`src/rtl/wdog_pkg.sv`:
```
package wdog_pkg;

    // Shadow state held beside the counter.
    typedef struct packed {
        logic psel;   // prescaler select, 1 = divide by 128
        logic osc;    // oscillator path latched on
        logic stop;   // stop-mode request bit
    } wdog_ctl_t;

    localparam int unsigned RB_W = 5;  // counter bits visible in the read data

endpackage

```
`src/rtl/wdog_tick_sync.sv`:
```
module wdog_tick_sync #(
    parameter int unsigned STAGES = 2
) (
    input  logic clk,
    input  logic rst_n,
    input  logic async_i,
    output logic edge_o
);
    typedef struct packed {
        logic [STAGES-1:0] sync;
        logic              last;
    } sync_t;

    sync_t st_d, st_q;

    always_comb begin
        st_d      = st_q;
        st_d.sync = {st_q.sync[STAGES-2:0], async_i};
        st_d.last = st_q.sync[STAGES-1];
    end

    always_ff @(posedge clk or negedge rst_n) begin
        if (!rst_n) st_q <= '0;
        else        st_q <= st_d;
    end

    assign edge_o = st_q.sync[STAGES-1] & ~st_q.last;

    AST_EDGE_SINGLE: assert property (@(posedge clk) disable iff (!rst_n)
        edge_o |=> !edge_o);

endmodule

```
`src/rtl/wdog_prescaler.sv`:
```
module wdog_prescaler #(
    parameter int unsigned PRE_W    = 7,
    parameter int unsigned FAST_LOG = 1,
    parameter int unsigned LO_LOG   = 4,
    parameter int unsigned HI_LOG   = 7
) (
    input  logic clk,
    input  logic rst_n,
    input  logic clr_i,
    input  logic adv_i,
    input  logic fast_i,
    input  logic hi_i,
    output logic tick_o
);
    localparam logic [PRE_W-1:0] MASK_FAST = PRE_W'((1 << FAST_LOG) - 1);
    localparam logic [PRE_W-1:0] MASK_LO   = PRE_W'((1 << LO_LOG) - 1);
    localparam logic [PRE_W-1:0] MASK_HI   = PRE_W'((1 << HI_LOG) - 1);

    logic [PRE_W-1:0] pre_d, pre_q;
    logic [PRE_W-1:0] mask;

    always_comb begin
        if (fast_i)    mask = MASK_FAST;
        else if (hi_i) mask = MASK_HI;
        else           mask = MASK_LO;

        tick_o = adv_i && !clr_i && ((pre_q & mask) == mask);

        pre_d = pre_q;
        if (clr_i)      pre_d = '0;
        else if (adv_i) pre_d = pre_q + 1'b1;
    end

    always_ff @(posedge clk or negedge rst_n) begin
        if (!rst_n) pre_q <= '0;
        else        pre_q <= pre_d;
    end

    AST_TICK_SPACED: assert property (@(posedge clk) disable iff (!rst_n)
        tick_o |=> !tick_o);
    AST_FROZEN_NO_ADV: assert property (@(posedge clk) disable iff (!rst_n)
        !adv_i && !clr_i |=> $stable(pre_q));

endmodule

```
`src/rtl/wdog_counter.sv`:
```
module wdog_counter #(
    parameter int unsigned CNT_W = 15
) (
    input  logic             clk,
    input  logic             rst_n,
    input  logic             start_i,
    input  logic             step_i,
    input  logic             act_rst_i,
    output logic [CNT_W-1:0] cnt_o,
    output logic             irq_o,
    output logic             rst_req_o
);
    localparam logic [CNT_W-1:0] RELOAD = '1;

    typedef struct packed {
        logic [CNT_W-1:0] cnt;
        logic             run;
        logic             irq;
        logic             rreq;
    } cnt_st_t;

    cnt_st_t st_d, st_q;

    always_comb begin
        st_d     = st_q;
        st_d.irq = 1'b0;
        if (start_i) begin
            st_d.cnt = RELOAD;
            st_d.run = 1'b1;
        end else if (st_q.run && step_i) begin
            if (st_q.cnt == '0) begin
                st_d.cnt = RELOAD;
                if (act_rst_i) st_d.rreq = 1'b1;
                else           st_d.irq  = 1'b1;
            end else begin
                st_d.cnt = st_q.cnt - 1'b1;
            end
        end
    end

    always_ff @(posedge clk or negedge rst_n) begin
        if (!rst_n) st_q <= '{cnt: RELOAD, run: 1'b0, irq: 1'b0, rreq: 1'b0};
        else        st_q <= st_d;
    end

    assign cnt_o     = st_q.cnt;
    assign irq_o     = st_q.irq;
    assign rst_req_o = st_q.rreq;

    AST_START_RELOAD: assert property (@(posedge clk) disable iff (!rst_n)
        start_i |=> (cnt_o == RELOAD));
    AST_IRQ_PULSE: assert property (@(posedge clk) disable iff (!rst_n)
        irq_o |=> !irq_o);
    AST_RREQ_HELD: assert property (@(posedge clk) disable iff (!rst_n)
        rst_req_o |=> rst_req_o);
    AST_IDLE_UNTIL_START: assert property (@(posedge clk) disable iff (!rst_n)
        !st_q.run && !start_i |=> (cnt_o == RELOAD));

endmodule

```
`src/rtl/wdog_timer.sv`:
```
module wdog_timer #(
    parameter int unsigned CNT_W       = 15,
    parameter int unsigned SYNC_STAGES = 2,
    parameter int unsigned PRE_W       = 7
) (
    input  logic       clk,
    input  logic       rst_n,
    input  logic       cpu_clk_en_i,
    input  logic       osc_tick_i,
    input  logic       wait_i,
    input  logic       hold_i,
    input  logic       div2_sel_i,
    input  logic       osc_sel_i,
    input  logic       act_rst_i,
    input  logic       ctl_wr_i,
    input  logic [7:0] ctl_wdata_i,
    output logic [7:0] ctl_rdata_o,
    input  logic       start_wr_i,
    input  logic       stop_req_wr_i,
    input  logic       stop_req_wdata_i,
    output logic       stop_req_o,
    output logic       irq_o,
    output logic       rst_req_o
);
    import wdog_pkg::*;

    localparam int unsigned HI_LOG = PRE_W;

    wdog_ctl_t        ctl_d, ctl_q;
    logic             halt;
    logic             pre_adv;
    logic             pre_tick;
    logic             osc_edge;
    logic             step;
    logic [CNT_W-1:0] cnt;
    logic [4:0]       unused_ro_bits;

    assign unused_ro_bits = ctl_wdata_i[4:0];

    always_comb begin
        ctl_d = ctl_q;
        if (ctl_wr_i) ctl_d.psel = ctl_wdata_i[7];
        if (osc_sel_i) ctl_d.osc = 1'b1;
        if (stop_req_wr_i && !(ctl_q.osc && stop_req_wdata_i))
            ctl_d.stop = stop_req_wdata_i;

        halt    = (wait_i || hold_i) && !ctl_q.osc;
        pre_adv = cpu_clk_en_i && !halt && !ctl_q.osc;
        step    = ctl_q.osc ? osc_edge : pre_tick;
    end

    always_ff @(posedge clk or negedge rst_n) begin
        if (!rst_n) ctl_q <= '0;
        else        ctl_q <= ctl_d;
    end

    wdog_tick_sync #(.STAGES(SYNC_STAGES)) u_sync (
        .clk     (clk),
        .rst_n   (rst_n),
        .async_i (osc_tick_i),
        .edge_o  (osc_edge)
    );

    wdog_prescaler #(
        .PRE_W    (PRE_W),
        .FAST_LOG (1),
        .LO_LOG   (4),
        .HI_LOG   (HI_LOG)
    ) u_pre (
        .clk    (clk),
        .rst_n  (rst_n),
        .clr_i  (start_wr_i),
        .adv_i  (pre_adv),
        .fast_i (div2_sel_i),
        .hi_i   (ctl_q.psel),
        .tick_o (pre_tick)
    );

    wdog_counter #(.CNT_W(CNT_W)) u_cnt (
        .clk       (clk),
        .rst_n     (rst_n),
        .start_i   (start_wr_i),
        .step_i    (step),
        .act_rst_i (act_rst_i),
        .cnt_o     (cnt),
        .irq_o     (irq_o),
        .rst_req_o (rst_req_o)
    );

    assign ctl_rdata_o = {ctl_q.psel, 2'b00, cnt[CNT_W-1 -: RB_W]};
    assign stop_req_o  = ctl_q.stop & ~ctl_q.osc;

    AST_RSV_WRITE_ZERO: assert property (@(posedge clk) disable iff (!rst_n)
        ctl_wr_i |-> (ctl_wdata_i[6:5] == 2'b00));
    AST_OSC_LOCKED: assert property (@(posedge clk) disable iff (!rst_n)
        ctl_q.osc |=> ctl_q.osc);
    AST_STOP_REFUSED: assert property (@(posedge clk) disable iff (!rst_n)
        ctl_q.osc && stop_req_wr_i && stop_req_wdata_i |=> !stop_req_o);
    AST_HALT_FREEZE: assert property (@(posedge clk) disable iff (!rst_n)
        !ctl_q.osc && (wait_i || hold_i) && !start_wr_i |=> $stable(cnt));
    AST_OSC_IGNORES_EN: assert property (@(posedge clk) disable iff (!rst_n)
        ctl_q.osc && !osc_edge && !start_wr_i |=> $stable(cnt));

endmodule

```
`config.mk`:
```
export PLATFORM = sky130hd
export DESIGN_NAME = wdog_timer
export DESIGN_NICKNAME = d
export VERILOG_FILES = /design/src/rtl/wdog_pkg.sv /design/src/rtl/wdog_tick_sync.sv /design/src/rtl/wdog_prescaler.sv /design/src/rtl/wdog_counter.sv /design/src/rtl/wdog_timer.sv
export SDC_FILE = /design/constraint.sdc
export NUM_CORES = 1
export LEC_CHECK = 0
export ABC_AREA = 1
export BUFFER_PORTS_ARGS = -buffer_cell sky130_fd_sc_hd__buf_2
export CORE_ASPECT_RATIO = 0.5
export CORE_UTILIZATION = 53
export CTS_BUF_LIST = sky130_fd_sc_hd__clkbuf_2
export DETAILED_ROUTE_END_ITERATION = 7
export PLACE_DENSITY = 0.76
export SLEW_MARGIN = 20
export SYNTH_ARGS = -nofsm -noshare
export SYNTH_HDL_FRONTEND = slang
export SYNTH_SLANG_ARGS = --single-unit
```
`constraint.sdc`:
```
create_clock -name clk -period 1.4 [get_ports clk]
set_input_delay 0.07 -clock clk [delete_from_list [all_inputs] [get_ports clk]]
set_output_delay 0.07 -clock clk [all_outputs]
set_load 0.05 [all_outputs]
```
==> key figures, run 1 <==
Placement
  • DPL Wire Length: just under 3 mm
  • Routability Congestion: between 0.8 and 0.9
  • Placed cell count: 342
  • Placed inst area: approximately 2300 um^2
  • PortBufs: 22

Timing
  • Max Clk Rate: between 0.6 and 0.7 GHz
  • Final worst setup slack: -0.09693 ns
  • Setup TNS Final: -0.8275 ns
  • Unrepaired setup endpoints after global routing: true
  • Clock skew: ~0.0055 ns
  • Final Hold Viols: 0
  • Slew Limit Fails: 0
  • Minimum clock period: 1.497 ns
  • Tcrit/Tclk final: 106.9%
  • Setup Viol. Count Final: 16

Setup path
  • Register-to-Register Path Depth: 9
  • WP data arrival: roughly 1.8 ns
  • Reg2reg end: u_cnt.cnt_o[1]
  • WP data required: around 1.7 ns
  • Worst-path maximum fanout: 14
  • Crit. End Element: register
  • CP Launch Type: register
  • Setup slack, reg-to-reg: -0.1 ns
  • Reg2reg start: u_cnt.cnt_o[1]
  • Setup CP Type: reg2reg

Power
  • Tot Pwr: 2.557 mW
  • Sw Share: a little under a third
  • Clock power share: approximately a third
  • Peak VDD IR: between 500 and 600 uV
  • Seq pwr share: about two fifths
  • Logic pwr share: a little over a quarter
  • Leakage: 1.230 nW
  • P per Cell Area: between 900 and 1000 nW/um^2
  • Net switching power: 0.7775 mW
  • Int Power: approximately 1.8 mW

Layout
  • Antenna Cells: 0
  • Leading cell types in the layout, fill and taps excluded: nand2_1 (73), nand3_1 (30), nor2_1 (25), buf_4 (25), inv_1 (24)
  • Final #Nets: around 330
  • Synthesis-to-finish area growth: 32.19%
  • Layout cell share with drive strength beyond 1: a little over a third
  • Commonest non-fill, non-tap cell in the layout: nand2_1
  • Post-route cell area: 2564 um^2
  • Fillers: ~250
  • Layout Cells excl Fill: between 300 and 400

Clock tree
  • Clock latency on the worst-skew pair: around 0.38 ns
  • TritonCTS clock tree: yes
  • Clk slew on worst S/H paths: ~0.16 ns
  • H-Tree Depth: 2
  • Clk sinks: 31
  • Worst-case clock buffer depth: 2
  • Num CTS Buffers: 5
  • Clk root buf: clkbuf_2

Hold path
  • Hold_sp: wait_i
  • Worst Hold End: u_pre.pre_q[0]
  • Hold Path Stages: 4
  • Hold Path Class: in2reg

Logic synthesis
  • Synth area leaders: dfrtp_1 (21%), dfstp_2 (20%), nand2_1 (14%)
  • Synthesized area: between 1500 and 2000 um^2
  • Sequential area share after synthesis: 40.97%
  • Post-synth EDFFs: 0
  • XOR/XNOR Fraction of Synth Area: ~2.3%
  • FF+latch count, synth: 31
  • Ys flop type: dfrtp_1
  • Ys Warns: 0
  • Post-synthesis mux area share: 0.5806%
  • Synth Area in Compound Gates: roughly 3.3%
  • Mapped Cells: 254
  • Async SR Flop Fraction: 100.0%
  • Largest family of logic cells by synthesized area: simple AND/OR/NAND/NOR gates
  • Post-synth cell types: 29
  • Simple-gate share of the synthesized area: 38.45%
  • Syn Area/Cell: between 7 and 8 um^2
  • Post-synth top area share: a little over 20%
  • Synth Area in Adders: 1.935%
  • Synth area leader: dfrtp_1

Detailed routing
  • WL per Instance: ~13 um
  • Routed vias: between 1,500 and 2,000
  • DRC viols: 2
  • 1st-iter DRT viols: roughly 130
  • ANT nets after route: 0
  • Drt first pass iters: 6
  • Final wirelength: between 4 and 5 mm
  • Vias per std cell: just over 5

Floorplanning
  • Row count: 15
  • Core Region: roughly 3500 um^2
  • DIE AREA: between 3000 and 4000 um^2
  • Die Y: about 45 um
  • Top Ports: 32
  • Initial core utilization: 55.86%
  • Die Width: 87.55 um

Job
  • Max-Cap Viols: 0

GRT
  • First-pass GRT wire length: 7.003 mm
  • GR Overflow Total: 0
  • Initial antenna violation count: 0
  • Largest net degree at the start of global routing: 32
  • Vias in the first global route: about 1,600
  • GRT Util Overall: 23.89%

Run status
  • Failing checks: DRC, setup timing
  • Status: finished, violations left
cell families after synthesis:
group                      Yosys count
AOI/OAI and AO/OA                   12
xor gates and xnor gates             5
adders and majority gates            3
buffers and inverters               42
DFF                                 31
muxes                                1
other                                1
and+or+nand+nor                    159
worst max-delay path, cell delays in order (launching register included):
cell and delay [ns]:
dfstp_2 0.57, inv_2 0.06, ha_4 0.15, nand4_1 0.13, nor2_4 0.06, nor2_4 0.12
buf_12 0.15, nand2_1 0.06, nand2_1 0.07, nand2_1 0.07
through the flow:
| stage | hold slack, ns | setup slack [ns] | utilization, % |
|---|---|---|---|
| after CTS | 0.01340 | -0.07977 | 70.59 |
| final | 0.01857 | -0.09693 | 73.84 |
| after floorplan | -0.2256 | -0.001960 | - |
| after global routing | 0.02044 | -0.1557 | 73.84 |
| after global placement | 0.1052 | -0.01482 | 64.86 |
| after detailed placement | 0.1133 | -0.05784 | 64.86 |
final cells by class:
class	instances	area, um^2	area share [%]
Clock buffer	6	30.03	1.171
Clock inverter	2	60.06	2.343
Inverter	29	108.9	4.246
Multi-Input combinational cell	183	1001	39.04
Sequential cell	31	794.5	30.99
Tap cell	51	63.81	2.489
Timing Repair Buffer	60	505.5	19.72
how the worst max path moves through the flow:
stage | start | slack (ns) | end | cells past startpoint
after floorplan | u_cnt.cnt_o[0] | -0.002 | u_cnt.cnt_o[12] | 9
after global placement | u_cnt.cnt_o[0] | -0.01 | u_cnt.cnt_o[3] | 9
after detailed placement | u_cnt.cnt_o[1] | -0.06 | u_cnt.cnt_o[3] | 9
after CTS | u_cnt.cnt_o[1] | -0.08 | u_cnt.cnt_o[10] | 9
after global routing | u_cnt.cnt_o[0] | -0.16 | u_cnt.cnt_o[3] | 9
final | u_cnt.cnt_o[1] | -0.1 | u_cnt.cnt_o[1] | 9
repair_timing:
action | 4_1_cts | 5_1_grt
hold endpoints to repair | 33 | 0
resized for setup | 4 | 18
gates cloned | 0 | 2
buffers inserted | 0 | 1
setup endpoints to repair | 19 | 24
hold buffers | 9 | 0
pin swaps | 3 | 3
metal layers:
layer | share of wire, % | track usage (%) | wire length [um]
met2 | 48 | 41.09 | 2221
met5 | 0 | 0 | 0
met3 | 5.0 | 6.216 | 228
met4 | 2.2 | 7.869 | 102
met1 | 44 | 30.18 | 2037
flip-flops by register name, indices dropped and copies added, names as in the netlist:
register	cells
u_cnt.cnt_o	15
u_pre.pre_q	7
ctl_q	2
u_sync.st_d	2
ctl_rdata_o	1
u_cnt.irq_o	1
u_cnt.rst_req_o	1
u_cnt.st_q	1
u_sync.st_q	1
Yosys cell counts (2+ instances only):
cell type / number
buf_4: 8
nand2_1: 74
nor2_1: 27
xor2_1: 2
nand2_4: 2
nand3_2: 5
o21ai_0: 4
dfstp_2: 15
nand4_1: 5
nor2_2: 6
a21oi_1: 6
xnor2_1: 3
ha_1: 3
nand3_1: 31
buf_6: 2
inv_2: 3
dfrtp_1: 16
nor2_4: 3
clkbuf_8: 2
inv_1: 26
nand2_2: 2
nor3_1: 2
power groups by stage:
stage	combinational (mW)	clock (mW)	sequential, mW
global placement	0.581	0	1.08
CTS	0.630	0.825	1.07
detailed placement	0.596	0	1.08
finish	0.671	0.818	1.07
global route	0.729	0.870	1.08
floorplan	0.404	0	1.09
No activity file was read; power rests on OpenSTA's default activity.
==> run 2: changes to the inputs <==
Settings changed: GPL_TIMING_DRIVEN set to 0.
==> run 2 against run 1 <==
  * The run ends with setup timing left
  * Core utilization rose by 0.86 points
  * Power fell by 4.8%
  * Via count fell by 0.27%
  * Register-to-register slack barely moved
  * Clock power fell by 20%
  * Cell area rose by 1.2%
  * Die area did not move
  * Routed wire length rose by 1.3%
  * Flip-flop and latch count did not move
==> key figures, run 2 (synthesized netlist as in run 1, its figures left out) <==
Setup path
  • CP Launch Type: register (unchanged)
  • Register-to-Register Path Depth: 10 (was 9)
  • WP data required: 1.76 ns (was 1.73 ns)
  • Critical path startpoint: u_cnt.cnt_o[11] (was u_cnt.cnt_o[1])
  • Crit. End Element: register (unchanged)
  • WP data arrival: 1.86 ns (was 1.82 ns)
  • Reg2reg end: u_cnt.cnt_o[10] (was u_cnt.cnt_o[1])
  • Worst-path maximum fanout: 5 (was 14)
  • Setup CP Type: reg2reg (unchanged)
  • Setup slack, reg-to-reg: -0.10 ns (was -0.1 ns)
  • Reg2reg start: u_cnt.cnt_o[11] (was u_cnt.cnt_o[1])

Layout
  • Antenna Cells: 0 (unchanged)
  • Final #Nets: 341 (was 334)
  • Fillers: 254 (was 245)
  • Multi-input logic area: 984.7 um^2 (was 1001 um^2)
  • Sequential Area: 794.5 um^2 (unchanged)
  • Synthesis-to-finish area growth: 33.74% (was 32.19%)
  • Layout cell share with drive strength beyond 1: 36.79% (was 34.73%)
  • Largest register FFs: 15 (unchanged)
  • Leading cell types in the layout, fill and taps excluded: nand2_1 (68), nand3_1 (31), nor2_1 (26), buf_4 (26), inv_1 (24) (was nand2_1 (73), nand3_1 (30), nor2_1 (25), buf_4 (25), inv_1 (24))
  • Commonest non-fill, non-tap cell in the layout: nand2_1 (unchanged)
  • Layout Cells excl Fill: 369 (was 362)

GRT
  • Largest net degree at the start of global routing: 32 (unchanged)
  • GRT Util Overall: 24.53% (was 23.89%)
  • First-pass GRT wire length: 7.072 mm (was 7.003 mm)
  • GR Overflow Total: 0 (unchanged)
  • Initial antenna violation count: 0 (unchanged)
  • Vias in the first global route: 1,632 (was 1,648)

Placement
  • Placed cell count: 328 (was 342)
  • PortBufs: 22 (unchanged)
  • Routability Congestion: 0.8716 (was 0.8214)
  • DPL Wire Length: 2.710 mm (was 2.903 mm)

Timing
  • Max Clk Rate: 0.6659 GHz (was 0.6680 GHz)
  • Setup TNS Final: -1.219 ns (was -0.8275 ns)
  • Worst slew pin tran: about 0.71 ns
  • Minimum clock period: 1.502 ns (was 1.497 ns)
  • Worst relative slew slack: between 50% and 60%
  • Hold WS: 0.02905 ns (was 0.01857 ns)
  • Tcrit/Tclk final: 107.3% (was 106.9%)
  • Clock skew: 0.02958 ns (was 0.005472 ns)
  • Slew Limit Fails: 0 (unchanged)
  • Final worst setup slack: -0.1018 ns (was -0.09693 ns)
  • Unrepaired setup endpoints after global routing: true (unchanged)
  • Setup Viol. Count Final: 15 (was 16)
  • Final Hold Viols: 0 (unchanged)

Run status
  • Failing checks: setup timing (was DRC, setup timing)
  • Status: finished, violations left (unchanged)

Detailed routing
  • Final wirelength: 4.650 mm (was 4.590 mm)
  • 1st-iter DRT viols: 75 (was 127)
  • Vias per std cell: 5.005 (was 5.116)
  • Routed vias: 1,847 (was 1,852)
  • DRC viols: 0 (was 2)
  • Drt first pass iters: 4 (was 6)
  • ANT nets after route: 0 (unchanged)
  • WL per Instance: 12.60 um (was 12.68 um)

Clock tree
  • H-Tree Depth: 2 (unchanged)
  • Clk slew on worst S/H paths: 0.19 ns (was 0.16 ns)
  • Clock latency on the worst-skew pair: 0.40 ns (was 0.38 ns)
  • Worst-case clock buffer depth: 2 (unchanged)
  • Num CTS Buffers: 5 (unchanged)
  • Clk root buf: clkbuf_2 (unchanged)
  • TritonCTS clock tree: yes (unchanged)
  • Clk sinks: 31 (unchanged)

Hold path
  • Hold_sp: hold_i (was wait_i)
  • Hold Path Stages: 4 (unchanged)
  • Hold Path Class: in2reg (unchanged)
  • Worst Hold End: u_pre.pre_q[0] (unchanged)

Floorplanning
  • Initial core utilization: 55.86% (unchanged)
  • Die Width: 87.55 um (unchanged)
  • Top Ports: 32 (unchanged)
  • Row count: 15 (unchanged)
  • Core Region: 3472 um^2 (unchanged)
  • Die Y: 44.78 um (unchanged)
  • DIE AREA: 3920 um^2 (unchanged)

Power
  • P per Cell Area: 938.6 nW/um^2 (was 997.4 nW/um^2)
  • Leakage: 1.270 nW (was 1.230 nW)
  • Peak VDD IR: 499.7 uV (was 564.0 uV)

Job
  • Max-Cap Viols: 0 (unchanged)
==> run 2: repair_timing <==
item                                   4_1_cts  5_1_grt
pin swaps                                    3        3
resized for setup                           11       25
hold buffers                                 9        1
setup buffers                               13       10
cloned                                       1        0
endpoints found under the hold margin       24        1
setup endpoints to repair                   21       25
==> run 2: per-layer routing <==
| metal | part of all wire (%) | vias up | GRT usage (%) | wire length (um) |
|---|---|---|---|---|
| li1 | - | 913 | - | - |
| met1 | 45 | 875 | 30.57 | 2105 |
| met2 | 48 | 48 | 42.50 | 2244 |
| met3 | 4.5 | 11 | 5.667 | 207 |
| met4 | 2.0 | 0 | 9.836 | 91 |
| met5 | 0 | - | 0 | 0 |
==> run 2: how the worst max path moves through the flow <==
stage / end / slack, ns / cells past startpoint
floorplan: u_cnt.cnt_o[12] / -0.002 / 9
global placement: u_cnt.cnt_o[1] / -0.13 / 9
detailed placement: u_cnt.cnt_o[13] / -0.16 / 10
CTS: u_cnt.cnt_o[13] / -0.08 / 9
global route: u_cnt.cnt_o[5] / -0.21 / 9
finish: u_cnt.cnt_o[10] / -0.10 / 10
==> run 2: stage by stage <==
stage / total power, mW / setup WS [ns] / area [um^2] / utilization [%]
floorplan: 1.493 / -0.001960 / 1956 / -
global placement: 1.602 / -0.1295 / 2130 / 61.33
detailed placement: 1.617 / -0.1593 / 2130 / 61.33
CTS: 2.348 / -0.07678 / 2424 / 69.80
global route: 2.556 / -0.2128 / 2594 / 74.70
finish: 2.435 / -0.1018 / 2594 / 74.70
==> run 2: final cells by class <==
| type | instances | share of cell area, % |
|---|---|---|
| plain buffers | 12 | 4.872 |
| well taps | 51 | 2.460 |
| clock buffers | 5 | 0.9648 |
| repair buffers | 56 | 17.22 |
| inverters | 29 | 4.197 |
| multi-input cells | 182 | 37.96 |
| clock inverters | 3 | 1.688 |
| flip-flops and latches | 31 | 30.63 |
==> run 2: critical path, cell delays in order (launching register included) <==
cell and delay (ns):
dfstp_2 0.62, nor2_4 0.06, inv_1 0.11, nor2_4 0.05
nand2_2 0.08, nor2_4 0.05, nor2_4 0.15, buf_4 0.14
nand3_1 0.07, nand2_1 0.08, nand2_1 0.05
==> run 2: power by group <==
part	total [mW]	internal, mW	switching [mW]	leakage (nW)
Sequential	1.09	1.01	0.0822	0.357
Combinational	0.687	0.306	0.381	0.870
Clock	0.653	0.302	0.351	0.0429
